File: src/rtl/kevq_pkg.sv
package kevq_pkg;

    localparam int KEY_W = 6;

    localparam logic [7:0] CODE_EMPTY    = 8'h3F;
    localparam logic [7:0] CODE_LOST     = 8'h7F;
    localparam logic [7:0] CODE_REP_LAST = 8'h3E;
    localparam logic [7:0] CODE_REP_MORE = 8'h7E;

    localparam logic [KEY_W-1:0] FIRST_ALIAS_KEY = 6'd62;

    typedef struct packed {
        logic             rep;
        logic             rel;
        logic [KEY_W-1:0] key;
    } kev_t;

    typedef enum logic [1:0] {
        VIEW_EMPTY = 2'd0,
        VIEW_LOST  = 2'd1,
        VIEW_ENTRY = 2'd2
    } view_e;

    function automatic logic key_aliases(input logic [KEY_W-1:0] key);
        return key >= FIRST_ALIAS_KEY;
    endfunction

    function automatic logic [7:0] encode_entry(input kev_t e, input logic more);
        logic [7:0] b;
        if (e.rep) begin
            b = more ? CODE_REP_MORE : CODE_REP_LAST;
        end else if (key_aliases(e.key)) begin
            b = {1'b1, e.rel, e.key};
        end else begin
            b = {more, e.rel, e.key};
        end
        return b;
    endfunction

endpackage

File: src/rtl/kevq_ctrl.sv
module kevq_ctrl #(
    parameter int DEPTH = 16,
    localparam int CNT_W = $clog2(DEPTH + 1)
) (
    input  logic             clk,
    input  logic             rst,
    input  logic             push_req,
    input  logic             pop_req,
    input  logic             clear_req,
    input  logic             sleep,
    input  logic [CNT_W-1:0] count,
    output logic             wr_en,
    output logic             rd_en,
    output logic             flush,
    output logic             lost
);

    logic lost_q;
    logic lost_d;
    logic pop_on_lost;
    logic room;
    logic drop;

    always_comb begin
        flush       = clear_req & ~sleep;
        pop_on_lost = pop_req & lost_q & ~flush;
        rd_en       = pop_req & ~lost_q & (count != '0) & ~flush;
        room        = (count < CNT_W'(DEPTH)) | rd_en;
        wr_en       = push_req & room & ~flush;
        drop        = push_req & ~room & ~flush;
    end

    always_comb begin
        if (flush) begin
            lost_d = 1'b0;
        end else if (drop) begin
            lost_d = 1'b1;
        end else if (pop_on_lost) begin
            lost_d = 1'b0;
        end else begin
            lost_d = lost_q;
        end
    end

    always_ff @(posedge clk) begin
        if (rst) begin
            lost_q <= 1'b0;
        end else begin
            lost_q <= lost_d;
        end
    end

    assign lost = lost_q;

endmodule

File: src/rtl/kevq_store.sv
module kevq_store
    import kevq_pkg::*;
#(
    parameter int DEPTH = 16,
    localparam int PTR_W = (DEPTH > 1) ? $clog2(DEPTH) : 1,
    localparam int CNT_W = $clog2(DEPTH + 1)
) (
    input  logic             clk,
    input  logic             rst,
    input  logic             wr_en,
    input  kev_t             wr_data,
    input  logic             rd_en,
    input  logic             flush,
    output kev_t             head,
    output logic [CNT_W-1:0] count
);

    localparam logic [PTR_W-1:0] LAST_SLOT = PTR_W'(DEPTH - 1);

    kev_t             slots [DEPTH];
    logic [PTR_W-1:0] wr_ptr;
    logic [PTR_W-1:0] rd_ptr;
    logic [CNT_W-1:0] count_q;

    function automatic logic [PTR_W-1:0] advance(input logic [PTR_W-1:0] p);
        return (p == LAST_SLOT) ? '0 : p + 1'b1;
    endfunction

    for (genvar i = 0; i < DEPTH; i++) begin : g_slot
        always_ff @(posedge clk) begin
            if (wr_en && wr_ptr == PTR_W'(i)) begin
                slots[i] <= wr_data;
            end
        end
    end

    always_ff @(posedge clk) begin
        if (rst || flush) begin
            wr_ptr  <= '0;
            rd_ptr  <= '0;
            count_q <= '0;
        end else begin
            if (wr_en) begin
                wr_ptr <= advance(wr_ptr);
            end
            if (rd_en) begin
                rd_ptr <= advance(rd_ptr);
            end
            case ({wr_en, rd_en})
                2'b10:   count_q <= count_q + 1'b1;
                2'b01:   count_q <= count_q - 1'b1;
                default: count_q <= count_q;
            endcase
        end
    end

    assign head  = slots[rd_ptr];
    assign count = count_q;

endmodule

File: src/rtl/kevq_fmt.sv
module kevq_fmt
    import kevq_pkg::*;
#(
    parameter int DEPTH = 16,
    localparam int CNT_W = $clog2(DEPTH + 1)
) (
    input  kev_t             head,
    input  logic [CNT_W-1:0] count,
    input  logic             lost,
    output logic [7:0]       rd_byte
);

    view_e view;
    logic  more;

    always_comb begin
        if (lost) begin
            view = VIEW_LOST;
        end else if (count == '0) begin
            view = VIEW_EMPTY;
        end else begin
            view = VIEW_ENTRY;
        end
        more = count > CNT_W'(1);
    end

    always_comb begin
        case (view)
            VIEW_LOST:  rd_byte = CODE_LOST;
            VIEW_ENTRY: rd_byte = encode_entry(head, more);
            default:    rd_byte = CODE_EMPTY;
        endcase
    end

endmodule

File: src/rtl/key_event_queue.sv
module key_event_queue
    import kevq_pkg::*;
#(
    parameter int DEPTH = 16,
    localparam int CNT_W = $clog2(DEPTH + 1)
) (
    input  logic             clk,
    input  logic             rst,
    input  logic             ev_push,
    input  logic [KEY_W-1:0] ev_key,
    input  logic             ev_release,
    input  logic             ev_repeat,
    input  logic             rd_pop,
    input  logic             q_clear,
    input  logic             sleep,
    output logic [7:0]       rd_byte,
    output logic [CNT_W-1:0] ev_count,
    output logic             ovf_flag
);

    kev_t             new_entry;
    kev_t             head;
    logic [CNT_W-1:0] count;
    logic             wr_en;
    logic             rd_en;
    logic             flush;
    logic             lost;

    // A key event wins over an autorepeat marker raised in the same cycle.
    always_comb begin
        if (ev_push) begin
            new_entry = '{rep: 1'b0, rel: ev_release, key: ev_key};
        end else begin
            new_entry = '{rep: 1'b1, rel: 1'b0, key: '0};
        end
    end

    kevq_ctrl #(.DEPTH(DEPTH)) u_ctrl (
        .clk       (clk),
        .rst       (rst),
        .push_req  (ev_push | ev_repeat),
        .pop_req   (rd_pop),
        .clear_req (q_clear),
        .sleep     (sleep),
        .count     (count),
        .wr_en     (wr_en),
        .rd_en     (rd_en),
        .flush     (flush),
        .lost      (lost)
    );

    kevq_store #(.DEPTH(DEPTH)) u_store (
        .clk     (clk),
        .rst     (rst),
        .wr_en   (wr_en),
        .wr_data (new_entry),
        .rd_en   (rd_en),
        .flush   (flush),
        .head    (head),
        .count   (count)
    );

    kevq_fmt #(.DEPTH(DEPTH)) u_fmt (
        .head    (head),
        .count   (count),
        .lost    (lost),
        .rd_byte (rd_byte)
    );

    assign ev_count = count;
    assign ovf_flag = lost;

endmodule

File: config.mk
export PLATFORM = sky130hd
export DESIGN_NAME = key_event_queue
export DESIGN_NICKNAME = d
export VERILOG_FILES = /design/src/rtl/kevq_pkg.sv /design/src/rtl/kevq_ctrl.sv /design/src/rtl/kevq_store.sv /design/src/rtl/kevq_fmt.sv /design/src/rtl/key_event_queue.sv
export SDC_FILE = /design/constraint.sdc
export NUM_CORES = 1
export LEC_CHECK = 0
export BUFFER_PORTS_ARGS = -buffer_cell sky130_fd_sc_hd__buf_2
export CORE_ASPECT_RATIO = 0.9
export CORE_UTILIZATION = 61
export CTS_BUF_LIST = sky130_fd_sc_hd__clkbuf_8 sky130_fd_sc_hd__clkbuf_16
export DETAILED_ROUTE_END_ITERATION = 8
export PLACE_DENSITY = 0.86
export SLEW_MARGIN = 20
export SYNTH_ARGS = -nofsm -noshare
export SYNTH_HDL_FRONTEND = slang
export SYNTH_SLANG_ARGS = --single-unit
File: constraint.sdc
create_clock -name clk -period 2.94 [get_ports clk]
set_clock_uncertainty 0.05 [all_clocks]
set_input_delay 0.294 -clock clk [delete_from_list [all_inputs] [get_ports clk]]
set_output_delay 0.294 -clock clk [all_outputs]
set_load 0.05 [all_outputs]
Word level (Yosys, flattened, before mapping)
Memory sizes are Yosys's and may differ from the RTL's. A register that Yosys moved wholly into a read port is not among the register bits.
Index checks and enable logic that the tools add are counted.
Operators by class
  multiply operators: 0
  order comparisons: 3
  equal/unequal tests: 20
  div/mod/pow operators: 0
  reduce and logical (&&, ||, !) cells: 38
  multiplexer cells: 91
  bitwise logic cells: 16
  shifts and indexed selects: 0
  $add $sub $neg: 4
Operator list (number)
  $mux W8: 18
  $reduce_or A8 Y1: 15
  $mux W4: 19
  $mux W1: 49
  $eq A4 B4 Y1 const B: 9
  $eq A4 B3 Y1 const B: 4
  $logic_and A1 B1 Y1: 16
  $pmux W8 S2: 1
  $and A1 B1 Y1: 10
  $pmux W5 S2: 1
  $add A4 B1 Y4 const B: 2
  $eq A4 B2 Y1 const B: 2
  $mux W7: 1
  $ge A6 B6 Y1 const B: 1
  $add A5 B1 Y5 const B: 1
  $gt A5 B1 Y1 const B: 1
  $logic_not A5 Y1: 1
  $lt A5 B5 Y1 const B: 1
  $reduce_bool A5 Y1: 1
  $sub A5 B1 Y5 const B: 1
  $eq A2 B1 Y1 const B: 2
  $eq A2 B2 Y1 const B: 2
  $eq A4 B1 Y1 const B: 1
  $logic_not A4 Y1: 1
  other kinds (6): 12
Storage, ports and cells
  memories: 1
  latch bits: 0
  memory bits (read-only): 0
  bits of input ports: 14
  RAM bits: 128
  register bits: 14
  output and inout port bits: 14
Memory list
  u_store.slots: depth 16, width 8, read ports 1, clocked after memory_dff 1, write ports 1, line kevq_store.sv:20  | kev_t slots [DEPTH];

Logic depth before layout (Yosys ltp)
  word-level depth: 26
  gate-level depth with buffers: 10
  depth with buffers taken out: 10

Hierarchy
Synthesis repeated with hierarchy kept, for this count alone.
Second synthesis, totals
  cell total of the unflattened synthesis: 347
  area total of the unflattened synthesis: 6078.3 µm²
Modules (own cells, without submodules)
  kevq_store: seq. area each 4184.0 µm², instances 1, area each 5834.3 µm², cells each 309
  kevq_fmt: seq. area each 0.0 µm², instances 1, area each 101.3 µm², cells each 17
  kevq_ctrl: seq. area each 20.0 µm², instances 1, area each 80.1 µm², cells each 12
  key_event_queue: seq. area each 0.0 µm², instances 1, area each 62.6 µm², cells each 9

Least setup slack after synthesis
Ideal clock, no wire load.
  path type: flip-flop to output port
  from: register (tool-made name)
  to: output port rd_byte[7]
  data arrival time: 2.578 ns
  cell stages (with the launch flop): 9
  path buffers: 2
  setup slack: 0.018 ns
  path through: dfxtp_1 -> clkbuf_1 -> buf_2 -> nor2_1 -> a221oi_1 -> a22oi_1 -> a21oi_1 -> a31oi_1 -> nor3_1
RTL lines
  to (decl): line key_event_queue.sv:16  | output logic [7:0] rd_byte,

==> metrics.yaml <==
status: "finished with violations"
violations: "negative setup slack"
initial_core_util_pct: 64.1
design_power_total_w: 0.00522
cp.arrival_ns: 2.61
hold_path_end: "u_ctrl.lost"
finalCritPeriodShare_pct: 101
r2r-start: "u_store.count[0]"
numCtsBuffers: 17
drive_gt1_share_pct: 33.2
ir_drop_mv: 0.495
max_cap_viol_count: 0
crit_fanout: 6
syn_area_um2: 5980
crit_path_start_kind: "flop"
yosys.area.top_type: "edfxtp_1"
synth.top_cell.area_share_pct: 64.3
root_buffer: "clkbuf_8"
place_worst_setup_slack_ns: 0.333
grt_pass1_vias: 3575
critPathBufInv: 3
n_antenna_cell: 0
grt_pass1_wl_um: 21800
utilization_pct: 78.1
post-dp-hpwl_um: 8300
die-width_um: 106
powerDensity_nw_per_um2: 716
htree_levels: 4
synth-edff-count: 128
drt_iter0_drc: 484
async_reset_ff_share_pct: 0
clock_latency_ns: 0.53
grt-ovfl-total: 0
die_area_um2: 10200
hold_depth: 4
setup_ws_ns: -0.0162
synth_area_per_cell_um2: 16.9
slowest_stage: "mux4_2"
synth.most_common_cell: "edfxtp_1"
nNetsFinal: 439
cts_hold_buf: 0
pin_count: 28
cts.sink_count: 146
ys_warn_count: 0
routed_wl_um: 14300
slowest_delay_ns: 0.50
synth_flop_cell: "edfxtp_1"
hold_ws_ns: 0.188
ys_ff_latch: 146
max_clock_freq_mhz: 338
rsz0062_at_grt: "yes"
end_kind: "primary output"
detail_route.wl_per_cell_um: 26.0
cts_tree: "done"
crit_chain: "buf_8 -> buf_12 -> mux4_2 -> a22o_1 -> nor2_2 -> nor2_1 -> a31oi_2 -> nor3_2 -> buf_6"
rows: 33
grt_use_total_pct: 31.0
core_um2: 9330
antenna_found_initial: 0
synthTopCellsByCount: "edfxtp_1, mux4_2, nor2_1, dfxtp_1"
period_needed_ns: 2.96
grt_max_degree: 17
vias: 3555
yosysUniqueCellTypes: 37
timing.rr.end: "u_store.count[3]"
cts.path.max_buffers: 2
critical_path_class: "reg2out"
min_path_type: "in2reg"
drtPass1Iterations: 5
ys_seq_area_share_pct: 70.3
syn_to_final_growth_pct: 21.9
antenna_violating_nets_post_route: 0
finalSetupViolations: 2
clk_pin_slew_ns: 0.07
remaining_drc_errors: 0
port_buffers: 27
path_delay_family: "multiplexers"
p_leak_nw: 2.51
die_h_um: 95.9
r2r_slack_ns: 0.24
syn_inst: 354
hold_viol: 0
yosys-top-cells-area: "edfxtp_1, mux4_2, dfxtp_1"
worstRegToRegCells: 9
place_congestion: 0.855
worstMarginPinSlew_ns: 0.651
vias_per_cell: 6.46
synth.net_count: 378
finalMaxSlewViolations: 0
hold_path_startpoint: "rd_pop"
crit_required_ns: 2.60
relSlewSlack_pct: 56.6
[layer usage]
layer | global-route usage [%] | up-vias | part of all wire [%]
met2 | 49.6 | 214 | 48
met5 | 0 | - | 0
met4 | 13.8 | 0 | 2.7
met1 | 41.0 | 1791 | 40
li1 | - | 1513 | -
met3 | 7.72 | 37 | 8.4
[cells by family (layout without fill, tap and decap cells)]
logic type | after synthesis | count (layout) | share of synthesized area (%)
AOI/OAI and AO/OA | 43 | 43 | 4.73
xor gates and xnor gates | 5 | 5 | 0.732
adders and majority gates | 11 | 11 | 2.26
buffers and inverters | 26 | 100 | 1.93
DFF | 146 | 146 | 70.3
muxes | 43 | 43 | 13.3
and+or+nand+nor | 80 | 80 | 6.72
[flip-flops by register name (all words and copies together) (netlist names), named ones only]
signal / flops
u_store.slots: 128
u_store.rd_ptr: 4
u_ctrl.lost: 1
u_store.wr_ptr: 4
u_store.count: 5
[cells in the final DEF (no fill, tap or decap), types with 9 or more instances in the layout]
master,Yosys,routed
ha_1,10,10
buf_4,4,24
a21oi_1,11,9
nor2_1,25,22
and2_1,12,12
clkbuf_16,0,21
mux2i_1,12,11
nand2_1,12,12
inv_1,12,14
dfxtp_1,18,15
buf_2,2,20
mux4_2,29,29
edfxtp_1,128,128
[where the power goes]
group          switching (W)  internal [W]  leakage [nW]  total, W
clock network       0.000853       0.00138         0.321   0.00223
logic               0.000398      0.000269         0.865  0.000667
registers          0.0000295       0.00229          1.32   0.00232
total                0.00128       0.00394          2.51   0.00522
[per-stage QoR]
stage / TNS [ns] / cell area [um^2] / std cells
after floorplan: 0 / 5980 / 354
after global placement: 0 / 6390 / 511
after detailed placement: 0 / 6390 / 511
after CTS: -0.00539 / 7210 / 548
after global routing: -0.148 / 7290 / 550
final: -0.0226 / 7290 / 550
[tightest hold or removal path, delay by kind of cell]
family	cells	cell delay (ns)
and+or+nand+nor	2	0.19
buffers and inverters	1	0.11
adders and majority gates	1	0.15
[worst max-delay path by stage]
stage,from,end,cells past startpoint
after floorplan,flop,rd_byte[7],8
after global placement,flop,rd_byte[6],8
after detailed placement,flop,rd_byte[6],7
after CTS,flop,rd_byte[7],9
after global routing,flop,rd_byte[7],9
final,flop,rd_byte[7],9
[layout make-up]
| class | count | area [um^2] |
|---|---|---|
| sequential | 146 | 4210 |
| clock inverter | 10 | 87.6 |
| clock buffer | 22 | 539 |
| inverter | 12 | 45.0 |
| fill | 484 | 2040 |
| tap | 122 | 153 |
| timing repair buffer | 56 | 470 |
| multi-input combinational | 182 | 1780 |
[repair_timing]
action	in CTS	in global routing
setup endpoints to repair	8	8
setup buffers	6	2
endpoints found under the hold margin	0	0
cloned	1	0
pin swaps	9	7
resized for setup	34	21
Note: power is estimated with default switching activity, not from simulation.
